--- config.mk ---
export PLATFORM = sky130hd
export DESIGN_NAME = mcc_controller
export DESIGN_NICKNAME = d
export VERILOG_FILES = /design/src/rtl/mcc_pkg.sv /design/src/rtl/mcc_state_reg.sv /design/src/rtl/mcc_next_state.sv /design/src/rtl/mcc_ctrl_decode.sv /design/src/rtl/mcc_controller.sv
export SDC_FILE = /design/constraint.sdc
export NUM_CORES = 1
export LEC_CHECK = 0
export ABC_AREA = 1
export ABC_CLOCK_PERIOD_IN_PS = 2000
export BUFFER_PORTS_ARGS = -buffer_cell sky130_fd_sc_hd__buf_2
export CAP_MARGIN = 20
export CORE_AREA = 2 2 39 41
export DETAILED_ROUTE_END_ITERATION = 8
export DIE_AREA = 0 0 41 43
export PLACE_DENSITY_LB_ADDON = 0.12
export SETUP_SLACK_MARGIN = 0.15
export SLEW_MARGIN = 30
export SYNTH_ARGS = -nofsm -noshare
export SYNTH_HDL_FRONTEND = slang
export SYNTH_HIERARCHICAL = 1
export SYNTH_SLANG_ARGS = --single-unit
--- constraint.sdc ---
create_clock -name clk -period 2 [get_ports clk]
set_input_delay 0.4 -clock clk [delete_from_list [all_inputs] [get_ports clk]]
set_output_delay 0.4 -clock clk [all_outputs]
set_load 0.01 [all_outputs]
--- src/rtl/mcc_pkg.sv ---
package mcc_pkg;

    localparam int ST_W  = 4;
    localparam int OP_W  = 6;
    localparam int ALU_W = 2;

    typedef enum logic [ST_W-1:0] {
        ST_FETCH    = 4'b0000,
        ST_DECODE   = 4'b0001,
        ST_BRANCH   = 4'b0011,
        ST_RR_EXEC  = 4'b0100,
        ST_RR_WB    = 4'b0101,
        ST_ORI_EXEC = 4'b0110,
        ST_ORI_WB   = 4'b0111,
        ST_LD_ADDR  = 4'b1000,
        ST_LD_MEM   = 4'b1001,
        ST_LD_WB    = 4'b1010,
        ST_ST_ADDR  = 4'b1011,
        ST_ST_MEM   = 4'b1100
    } state_e;

    typedef enum logic [ALU_W-1:0] {
        ALU_ADD   = 2'b00,
        ALU_OR    = 2'b01,
        ALU_FUNCT = 2'b10
    } alu_op_e;

    localparam logic [OP_W-1:0] OP_RR  = 6'b000000;
    localparam logic [OP_W-1:0] OP_ORI = 6'b001101;
    localparam logic [OP_W-1:0] OP_LD  = 6'b100011;
    localparam logic [OP_W-1:0] OP_ST  = 6'b101011;
    localparam logic [OP_W-1:0] OP_BR  = 6'b000100;

    typedef struct packed {
        logic    ir_en;
        logic    pc_en;
        logic    pc_sel;
        logic    a_en;
        logic    b_en;
        logic    e_en;
        logic    alu_src_imm;
        logic    imm_sign_ext;
        alu_op_e alu_op;
        logic    s_en;
        logic    mem_rd;
        logic    mem_wr;
        logic    m_en;
        logic    reg_wr;
        logic    reg_dst_rd;
        logic    wb_from_mem;
    } ctrl_t;

    localparam ctrl_t CTRL_IDLE = '{
        ir_en: 1'b0, pc_en: 1'b0, pc_sel: 1'b0, a_en: 1'b0, b_en: 1'b0,
        e_en: 1'b0, alu_src_imm: 1'b0, imm_sign_ext: 1'b0, alu_op: ALU_ADD,
        s_en: 1'b0, mem_rd: 1'b0, mem_wr: 1'b0, m_en: 1'b0, reg_wr: 1'b0,
        reg_dst_rd: 1'b0, wb_from_mem: 1'b0
    };

    function automatic logic op_known(input logic [OP_W-1:0] op);
        return (op == OP_RR) || (op == OP_ORI) || (op == OP_LD) ||
               (op == OP_ST) || (op == OP_BR);
    endfunction

    function automatic state_e class_entry(input logic [OP_W-1:0] op);
        state_e s;
        case (op)
            OP_BR:   s = ST_BRANCH;
            OP_RR:   s = ST_RR_EXEC;
            OP_ORI:  s = ST_ORI_EXEC;
            OP_LD:   s = ST_LD_ADDR;
            OP_ST:   s = ST_ST_ADDR;
            default: s = ST_FETCH;
        endcase
        return s;
    endfunction

endpackage

--- src/rtl/mcc_state_reg.sv ---
module mcc_state_reg
    import mcc_pkg::*;
(
    input  logic   clk,
    input  logic   rst,
    input  state_e nxt,
    output state_e cur
);

    always_ff @(posedge clk) begin
        if (rst) cur <= ST_FETCH;
        else     cur <= nxt;
    end

endmodule

--- src/rtl/mcc_next_state.sv ---
module mcc_next_state
    import mcc_pkg::*;
(
    input  state_e          cur,
    input  logic [OP_W-1:0] opcode,
    output state_e          nxt
);

    always_comb begin
        case (cur)
            ST_FETCH:    nxt = ST_DECODE;
            ST_DECODE:   nxt = class_entry(opcode);
            ST_RR_EXEC:  nxt = ST_RR_WB;
            ST_ORI_EXEC: nxt = ST_ORI_WB;
            ST_LD_ADDR:  nxt = ST_LD_MEM;
            ST_LD_MEM:   nxt = ST_LD_WB;
            ST_ST_ADDR:  nxt = ST_ST_MEM;
            default:     nxt = ST_FETCH;
        endcase
    end

endmodule

--- src/rtl/mcc_ctrl_decode.sv ---
module mcc_ctrl_decode
    import mcc_pkg::*;
(
    input  state_e cur,
    input  logic   eq_flag,
    output ctrl_t  ctrl
);

    always_comb begin
        ctrl = CTRL_IDLE;
        case (cur)
            ST_FETCH: ctrl.ir_en = 1'b1;
            ST_DECODE: begin
                ctrl.a_en = 1'b1;
                ctrl.b_en = 1'b1;
                ctrl.e_en = 1'b1;
            end
            ST_BRANCH: begin
                ctrl.pc_en  = 1'b1;
                ctrl.pc_sel = eq_flag;
            end
            ST_RR_EXEC: begin
                ctrl.alu_op = ALU_FUNCT;
                ctrl.s_en   = 1'b1;
            end
            ST_RR_WB: begin
                ctrl.reg_wr     = 1'b1;
                ctrl.reg_dst_rd = 1'b1;
                ctrl.pc_en      = 1'b1;
            end
            ST_ORI_EXEC: begin
                ctrl.alu_op      = ALU_OR;
                ctrl.alu_src_imm = 1'b1;
                ctrl.s_en        = 1'b1;
            end
            ST_ORI_WB: begin
                ctrl.reg_wr = 1'b1;
                ctrl.pc_en  = 1'b1;
            end
            ST_LD_ADDR, ST_ST_ADDR: begin
                ctrl.alu_op       = ALU_ADD;
                ctrl.alu_src_imm  = 1'b1;
                ctrl.imm_sign_ext = 1'b1;
                ctrl.s_en         = 1'b1;
            end
            ST_LD_MEM: begin
                ctrl.mem_rd = 1'b1;
                ctrl.m_en   = 1'b1;
            end
            ST_LD_WB: begin
                ctrl.reg_wr      = 1'b1;
                ctrl.wb_from_mem = 1'b1;
                ctrl.pc_en       = 1'b1;
            end
            ST_ST_MEM: begin
                ctrl.mem_wr = 1'b1;
                ctrl.pc_en  = 1'b1;
            end
            default: ctrl = CTRL_IDLE;
        endcase
    end

endmodule

--- src/rtl/mcc_controller.sv ---
module mcc_controller
    import mcc_pkg::*;
(
    input  logic                       clk,
    input  logic                       rst,
    input  logic [mcc_pkg::OP_W-1:0]   opcode,
    input  logic                       eq_flag,
    output logic [mcc_pkg::ST_W-1:0]   state_o,
    output logic                       ir_en,
    output logic                       pc_en,
    output logic                       pc_sel,
    output logic                       a_en,
    output logic                       b_en,
    output logic                       e_en,
    output logic                       alu_src_imm,
    output logic                       imm_sign_ext,
    output logic [mcc_pkg::ALU_W-1:0]  alu_op,
    output logic                       s_en,
    output logic                       mem_rd,
    output logic                       mem_wr,
    output logic                       m_en,
    output logic                       reg_wr,
    output logic                       reg_dst_rd,
    output logic                       wb_from_mem
);

    state_e cur_state;
    state_e nxt_state;
    ctrl_t  ctrl;

    mcc_state_reg u_state (
        .clk (clk),
        .rst (rst),
        .nxt (nxt_state),
        .cur (cur_state)
    );

    mcc_next_state u_next (
        .cur    (cur_state),
        .opcode (opcode),
        .nxt    (nxt_state)
    );

    mcc_ctrl_decode u_dec (
        .cur     (cur_state),
        .eq_flag (eq_flag),
        .ctrl    (ctrl)
    );

    assign state_o      = cur_state;
    assign ir_en        = ctrl.ir_en;
    assign pc_en        = ctrl.pc_en;
    assign pc_sel       = ctrl.pc_sel;
    assign a_en         = ctrl.a_en;
    assign b_en         = ctrl.b_en;
    assign e_en         = ctrl.e_en;
    assign alu_src_imm  = ctrl.alu_src_imm;
    assign imm_sign_ext = ctrl.imm_sign_ext;
    assign alu_op       = ctrl.alu_op;
    assign s_en         = ctrl.s_en;
    assign mem_rd       = ctrl.mem_rd;
    assign mem_wr       = ctrl.mem_wr;
    assign m_en         = ctrl.m_en;
    assign reg_wr       = ctrl.reg_wr;
    assign reg_dst_rd   = ctrl.reg_dst_rd;
    assign wb_from_mem  = ctrl.wb_from_mem;

    AST_RESET_TO_FETCH: assert property (@(posedge clk)
        rst |=> cur_state == ST_FETCH);
    AST_FETCH_TO_DECODE: assert property (@(posedge clk) disable iff (rst)
        cur_state == ST_FETCH |=> cur_state == ST_DECODE);
    AST_DECODE_ENABLES: assert property (@(posedge clk) disable iff (rst)
        cur_state == ST_DECODE |-> (a_en && b_en && e_en && !pc_en));
    AST_RR_SEQUENCE: assert property (@(posedge clk) disable iff (rst)
        cur_state == ST_RR_EXEC |=> (cur_state == ST_RR_WB && reg_dst_rd));
    AST_ORI_SEQUENCE: assert property (@(posedge clk) disable iff (rst)
        cur_state == ST_ORI_EXEC |=> (cur_state == ST_ORI_WB && !reg_dst_rd));
    AST_LOAD_MEM_STEP: assert property (@(posedge clk) disable iff (rst)
        cur_state == ST_LD_ADDR |=> (mem_rd && m_en));
    AST_LOAD_WB_STEP: assert property (@(posedge clk) disable iff (rst)
        cur_state == ST_LD_MEM |=> (reg_wr && wb_from_mem));
    AST_STORE_SEQUENCE: assert property (@(posedge clk) disable iff (rst)
        cur_state == ST_ST_ADDR |=> (mem_wr && pc_en));
    AST_BRANCH_RETURN: assert property (@(posedge clk) disable iff (rst)
        cur_state == ST_BRANCH |=> cur_state == ST_FETCH);
    AST_PC_SEL_ONLY_BRANCH: assert property (@(posedge clk) disable iff (rst)
        pc_sel |-> (cur_state == ST_BRANCH && eq_flag));
    AST_UNKNOWN_OP_FETCH: assert property (@(posedge clk) disable iff (rst)
        (cur_state == ST_DECODE && !op_known(opcode)) |=>
        (cur_state == ST_FETCH && !pc_en && !reg_wr && !mem_wr));
    AST_MEM_EXCLUSIVE: assert property (@(posedge clk) disable iff (rst)
        !(mem_rd && mem_wr));
    AST_WB_WITH_PC: assert property (@(posedge clk) disable iff (rst)
        reg_wr |-> pc_en);

endmodule

# ---- Word level (Yosys, flattened, before mapping)
# Cells that the tools add are included.
dict set report classes {
  n_eq_ne 15
  muxes 14
  n_reduce_logical 6
}
# op n
set ops {}
lappend ops {{4-bit case mux with 7 select lines} 1}
lappend ops {{4-bit equality test, second input constant} 5}
lappend ops {{4-bit case mux with 5 select lines} 1}
lappend ops {{4-bit by 3-bit equality test with 1-bit output, second input constant} 4}
lappend ops {{6-bit equality test, second input constant} 2}
lappend ops {{1-bit 2-to-1 mux} 10}
lappend ops {{3-bit case mux with 3 select lines} 1}
lappend ops {{6-bit by 3-bit equality test with 1-bit output, second input constant} 1}
lappend ops {{6-bit by 4-bit equality test with 1-bit output, second input constant} 1}
lappend ops {{6-bit logical NOT} 1}
lappend ops {{3-bit OR reduction} 2}
lappend ops {{5-bit OR reduction} 1}
lappend ops {{4-bit by 1-bit equality test with 1-bit output, second input constant} 1}
lappend ops {{4-bit by 2-bit equality test with 1-bit output, second input constant} 1}
lappend ops {{4-bit logical NOT} 1}
lappend ops {{3-bit 2-to-1 mux} 1}
lappend ops {{2-bit OR reduction} 1}
dict set report totals {
  ff_bits 4
  out_inout_bits 21
  elab_cells 36
}

# ---- Depth between registers and ports, before layout
dict set report depth {
  depth_word 3
  ltp_mapped 9
  mapped_depth_nobuf 9
}

# ---- By module
# The synthesis kept the hierarchy.
# module instances cells_per_inst area_per_inst_um2 seq_area_each_um2
set by_module_without_submodules {}
lappend by_module_without_submodules {mcc_ctrl_decode 1 45 196.4 0.0}
lappend by_module_without_submodules {mcc_next_state 1 44 196.4 0.0}
lappend by_module_without_submodules {mcc_state_reg 1 12 110.1 80.1}

# ---- Worst setup path before layout
# No wires, ideal clock.
dict set report synth_path {
  path_kind {reg-to-output}
  start {reg u_state.cur[0]}
  end {out a_en}
  arrival_ns 1.086
  t_required_ns 1.600
  path_slack_ns 0.514
  path_stages_with_launch 4
  path_buffers 1
  path_cell_list {dfxtp_1 -> nand2_2 -> nor2_1 -> buf_4}
}
dict set report synth_via {
  elab_chain_cells 2
}
# item line_no
set synth_rtl {}
lappend synth_rtl {{from (decl)} mcc_state_reg.sv:7} ;# output state_e cur
lappend synth_rtl {{from (signal assigned)} mcc_state_reg.sv:12} ;# else cur <= nxt;
lappend synth_rtl {{4-bit by 1-bit equality test with 1-bit output} mcc_ctrl_decode.sv:11} ;# case (cur)
lappend synth_rtl {{3-bit 2-to-1 mux} mcc_ctrl_decode.sv:11}
lappend synth_rtl {{to (decl)} mcc_controller.sv:12} ;# output logic a_en,
# Every way passes these cells.

# ---- Final worst setup path
dict set report layout_path {
  start {reg u_state.cur[1]}
  end {out s_en}
}
dict set report layout_via {
  elab_chain_cells 3
  elab_cells_between_ends 6
  classes_between {eq/ne: 4; mux: 1; reduce/logical: 1}
}
# item line_no
set layout_rtl {}
lappend layout_rtl {{4-bit equality test} mcc_ctrl_decode.sv:11}
lappend layout_rtl {{2-bit OR reduction} -}
lappend layout_rtl {{3-bit case mux with 3 select lines *} mcc_ctrl_decode.sv:11}
lappend layout_rtl {{to (decl)} mcc_controller.sv:18} ;# output logic s_en,
# Mark *: on every way between the ends. The rest lies on a longest branch, timed or not.

==> run_results.csv <==
group,metric,value,unit
run_status,outcome,"completed",
routing,vias,635,
yosys,synth-async-reset-ratio,0,%
cts,ctsHoldBuffers,0,
layout,regMostFlops,"u_state/cur",
cts,htreeDepth,1,
hold_path,min_path_cells,2,
layout,largest_reg_flops,4,
timing,tns,0,ns
grt,grt_max_degree,12,
yosys,yosys_warnings,6,
cts,clk_latency,0.23,ns
timing,min_period_over_period,83.92,%
setup_path,path_class,"register to output port",
cts,cts.path.max_buffers,2,
timing,clock_skew,0.001908,ns
cts,cts_sinks,4,
layout,top_regs,"u_state/cur x4",
yosys,synth_area,503.0,sq um
layout,area_growth,32.84,%
layout,fin_nets,141,
cts,cts.repair.resized,0,
hold_path,hold_path.class,"primary input to register",
place,dp_hpwl,965.2,um
floorplanning,fp.dieW,41,um
setup_path,r2r_start,"u_state/cur[0]$_SDFF_PP0_",
routing,wl_per_cell,7.637,um
cts,clock-root-buffer,"clkbuf_4",
timing,slew-limit-headroom,74.78,%
yosys,seq_area_frac_synth,15.92,%
timing,final_hold_viol_count,0,
hold_path,hold_end,"u_state/cur[2]$_SDFF_PP0_",
floorplanning,core_area,1384,sq um
yosys,synthDominantCellAreaShare,20.15,%
routing,drtIter0Drc,3,
timing,rsz0062_at_grt,"no",
setup_path,end_kind,"output port",
setup_path,cp_max_fo,10,
yosys,synth.most_common_cell,"inv_1",
place,post-place-ws,0.5407,ns
hold_path,hp-start,"rst",
cts,cts_tree,"done",
place,io_buffers,29,
floorplanning,dieHeight,43,um
timing,finalWorstSetupSlack,0.3216,ns
yosys,ys.flop_type,"dfxtp_1",
floorplanning,die_area,1763,sq um
place,place_congestion,0.7254,
routing,dr.pass1.iters,4,
setup_path,reg2reg_setup_slack,0.82,ns
routing,drc,0,
yosys,synth_edf_count,0,
yosys,synth.net_count,110,
layout,layout-drive-gt1-share,32.31,%
routing,ant_nets,0,
run,max_cap_violations,0,
yosys,yosys-top-cells-area,"inv_1, nand2_1, dfxtp_1, nor2_1, nand3_1",
grt,grt_pass1_wl,1794,um
grt,grtUsageTotal,14.56,%
setup_path,r2r_cells,6,
timing,finalSetupViolations,0,
timing,worst_pin_slew,0.3778,ns
yosys,synthCells,101,
power,vdd_drop_max,0.4382,mV
yosys,synth_area_leader_cell,"inv_1",
layout,final_util,48.28,%
setup_path,cp.arrival,1.28,ns
setup_path,cp-start-kind,"register",
cts,post_cts_buffers,0,
floorplanning,core.rowCount,14,
power,power,0.2451,mW
routing,avgViaCountPerCell,4.349,
timing,layout_min_cycle_time,1.678,ns
floorplanning,ios,30,
yosys,ys_top_cells_by_count,"inv_1, nand2_1, nor2_1, nand3_1",
grt,antenna_found_initial,0,
grt,first_global_vias,514,
yosys,syn-mean-instance-area,4.980,sq um
power,power_density,366.8,nW/um^2
setup_path,rr_endpoint,"u_state/cur[3]$_SDFF_PP0_",
cts,path_clk_slew,0.04,ns
setup_path,crit_required,1.60,ns
layout,antenna_cells,0,
cts,cts_made_buffers,3,
timing,drv_slew,0,
grt,gr-total-overflow,0,
yosys,ys_ff_latch,4,
floorplanning,initial_core_util,36.35,%
routing,drt_wl_total,1115,um
timing,fmax,595.8,MHz
power,p_leak,0.4975,nW
yosys,synth_cell_types,17,
[worst max-delay path: stages (launching register included)]
cell and delay (ns):
dfxtp_1 0.52, inv_1 0.10, nand2_2 0.10, nand3_1 0.13, nand3_1 0.08, buf_2 0.13
[layout by cell type (no fill, tap or decap), types with 2 or more instances in the layout]
master,netlist,final
buf_2,0,29
inv_1,27,27
clkbuf_4,0,3
nand2_1,23,23
inv_2,2,2
nand2_2,4,4
dfxtp_1,4,4
nand3_1,7,7
nor2_1,20,20
nor2_2,3,3
[how the worst max path moves through the flow]
stage	start	end	slack, ns	depth (start not counted)
finish	u_state/cur[1]$_SDFF_PP0_	s_en	0.32	5
global route	u_state/cur[0]$_SDFF_PP0_	b_en	0.20	3
floorplan	u_state/cur[0]$_SDFF_PP0_	a_en	0.51	3
global placement	u_state/cur[0]$_SDFF_PP0_	s_en	0.59	6
detailed placement	u_state/cur[1]$_SDFF_PP0_	s_en	0.54	5
CTS	u_state/cur[1]$_SDFF_PP0_	s_en	0.30	5
[routing by layer]
layer	routed length, um	up-vias	part of all wire [%]	global-route usage, %
met1	512	260	46	16.40
met4	14	0	1.3	6.000
met5	0	-	0	0
li1	-	351	-	-
met2	520	22	47	23.75
met3	67	2	6.0	4.712
[per-stage QoR]
stage,hold slack (ns),cells,area (sq um)
6_report,0.3743,146,668.1
5_1_grt,0.3794,146,668.1
4_1_cts,0.3693,146,668.1
3_5_place_dp,0.6111,143,645.6
3_3_place_gp,0.6106,143,645.6
2_1_floorplan,0.4712,101,503.0
[power by group]
part / total [mW] / switching (mW) / internal, mW
sequential: 0.0892 / 0.00661 / 0.0826
clock: 0.0960 / 0.0292 / 0.0669
combinational: 0.0598 / 0.0351 / 0.0247
[logic make-up after synthesis]
kind of cell           share of synthesized area [%]
and+or+nand+nor                                52.24
DFF                                            15.92
buffers and inverters                          26.12
AOI/OAI and AO/OA                              5.720
[final cells by class]
type	count	area (sq um)
Fill cell	160	715.7
Multi-Input combinational cell	65	291.5
Timing Repair Buffer	29	145.1
Inverter	29	108.9
Sequential cell	4	80.08
Clock buffer	3	22.52
Tap cell	16	20.02
(Power assumes the default switching activity.)
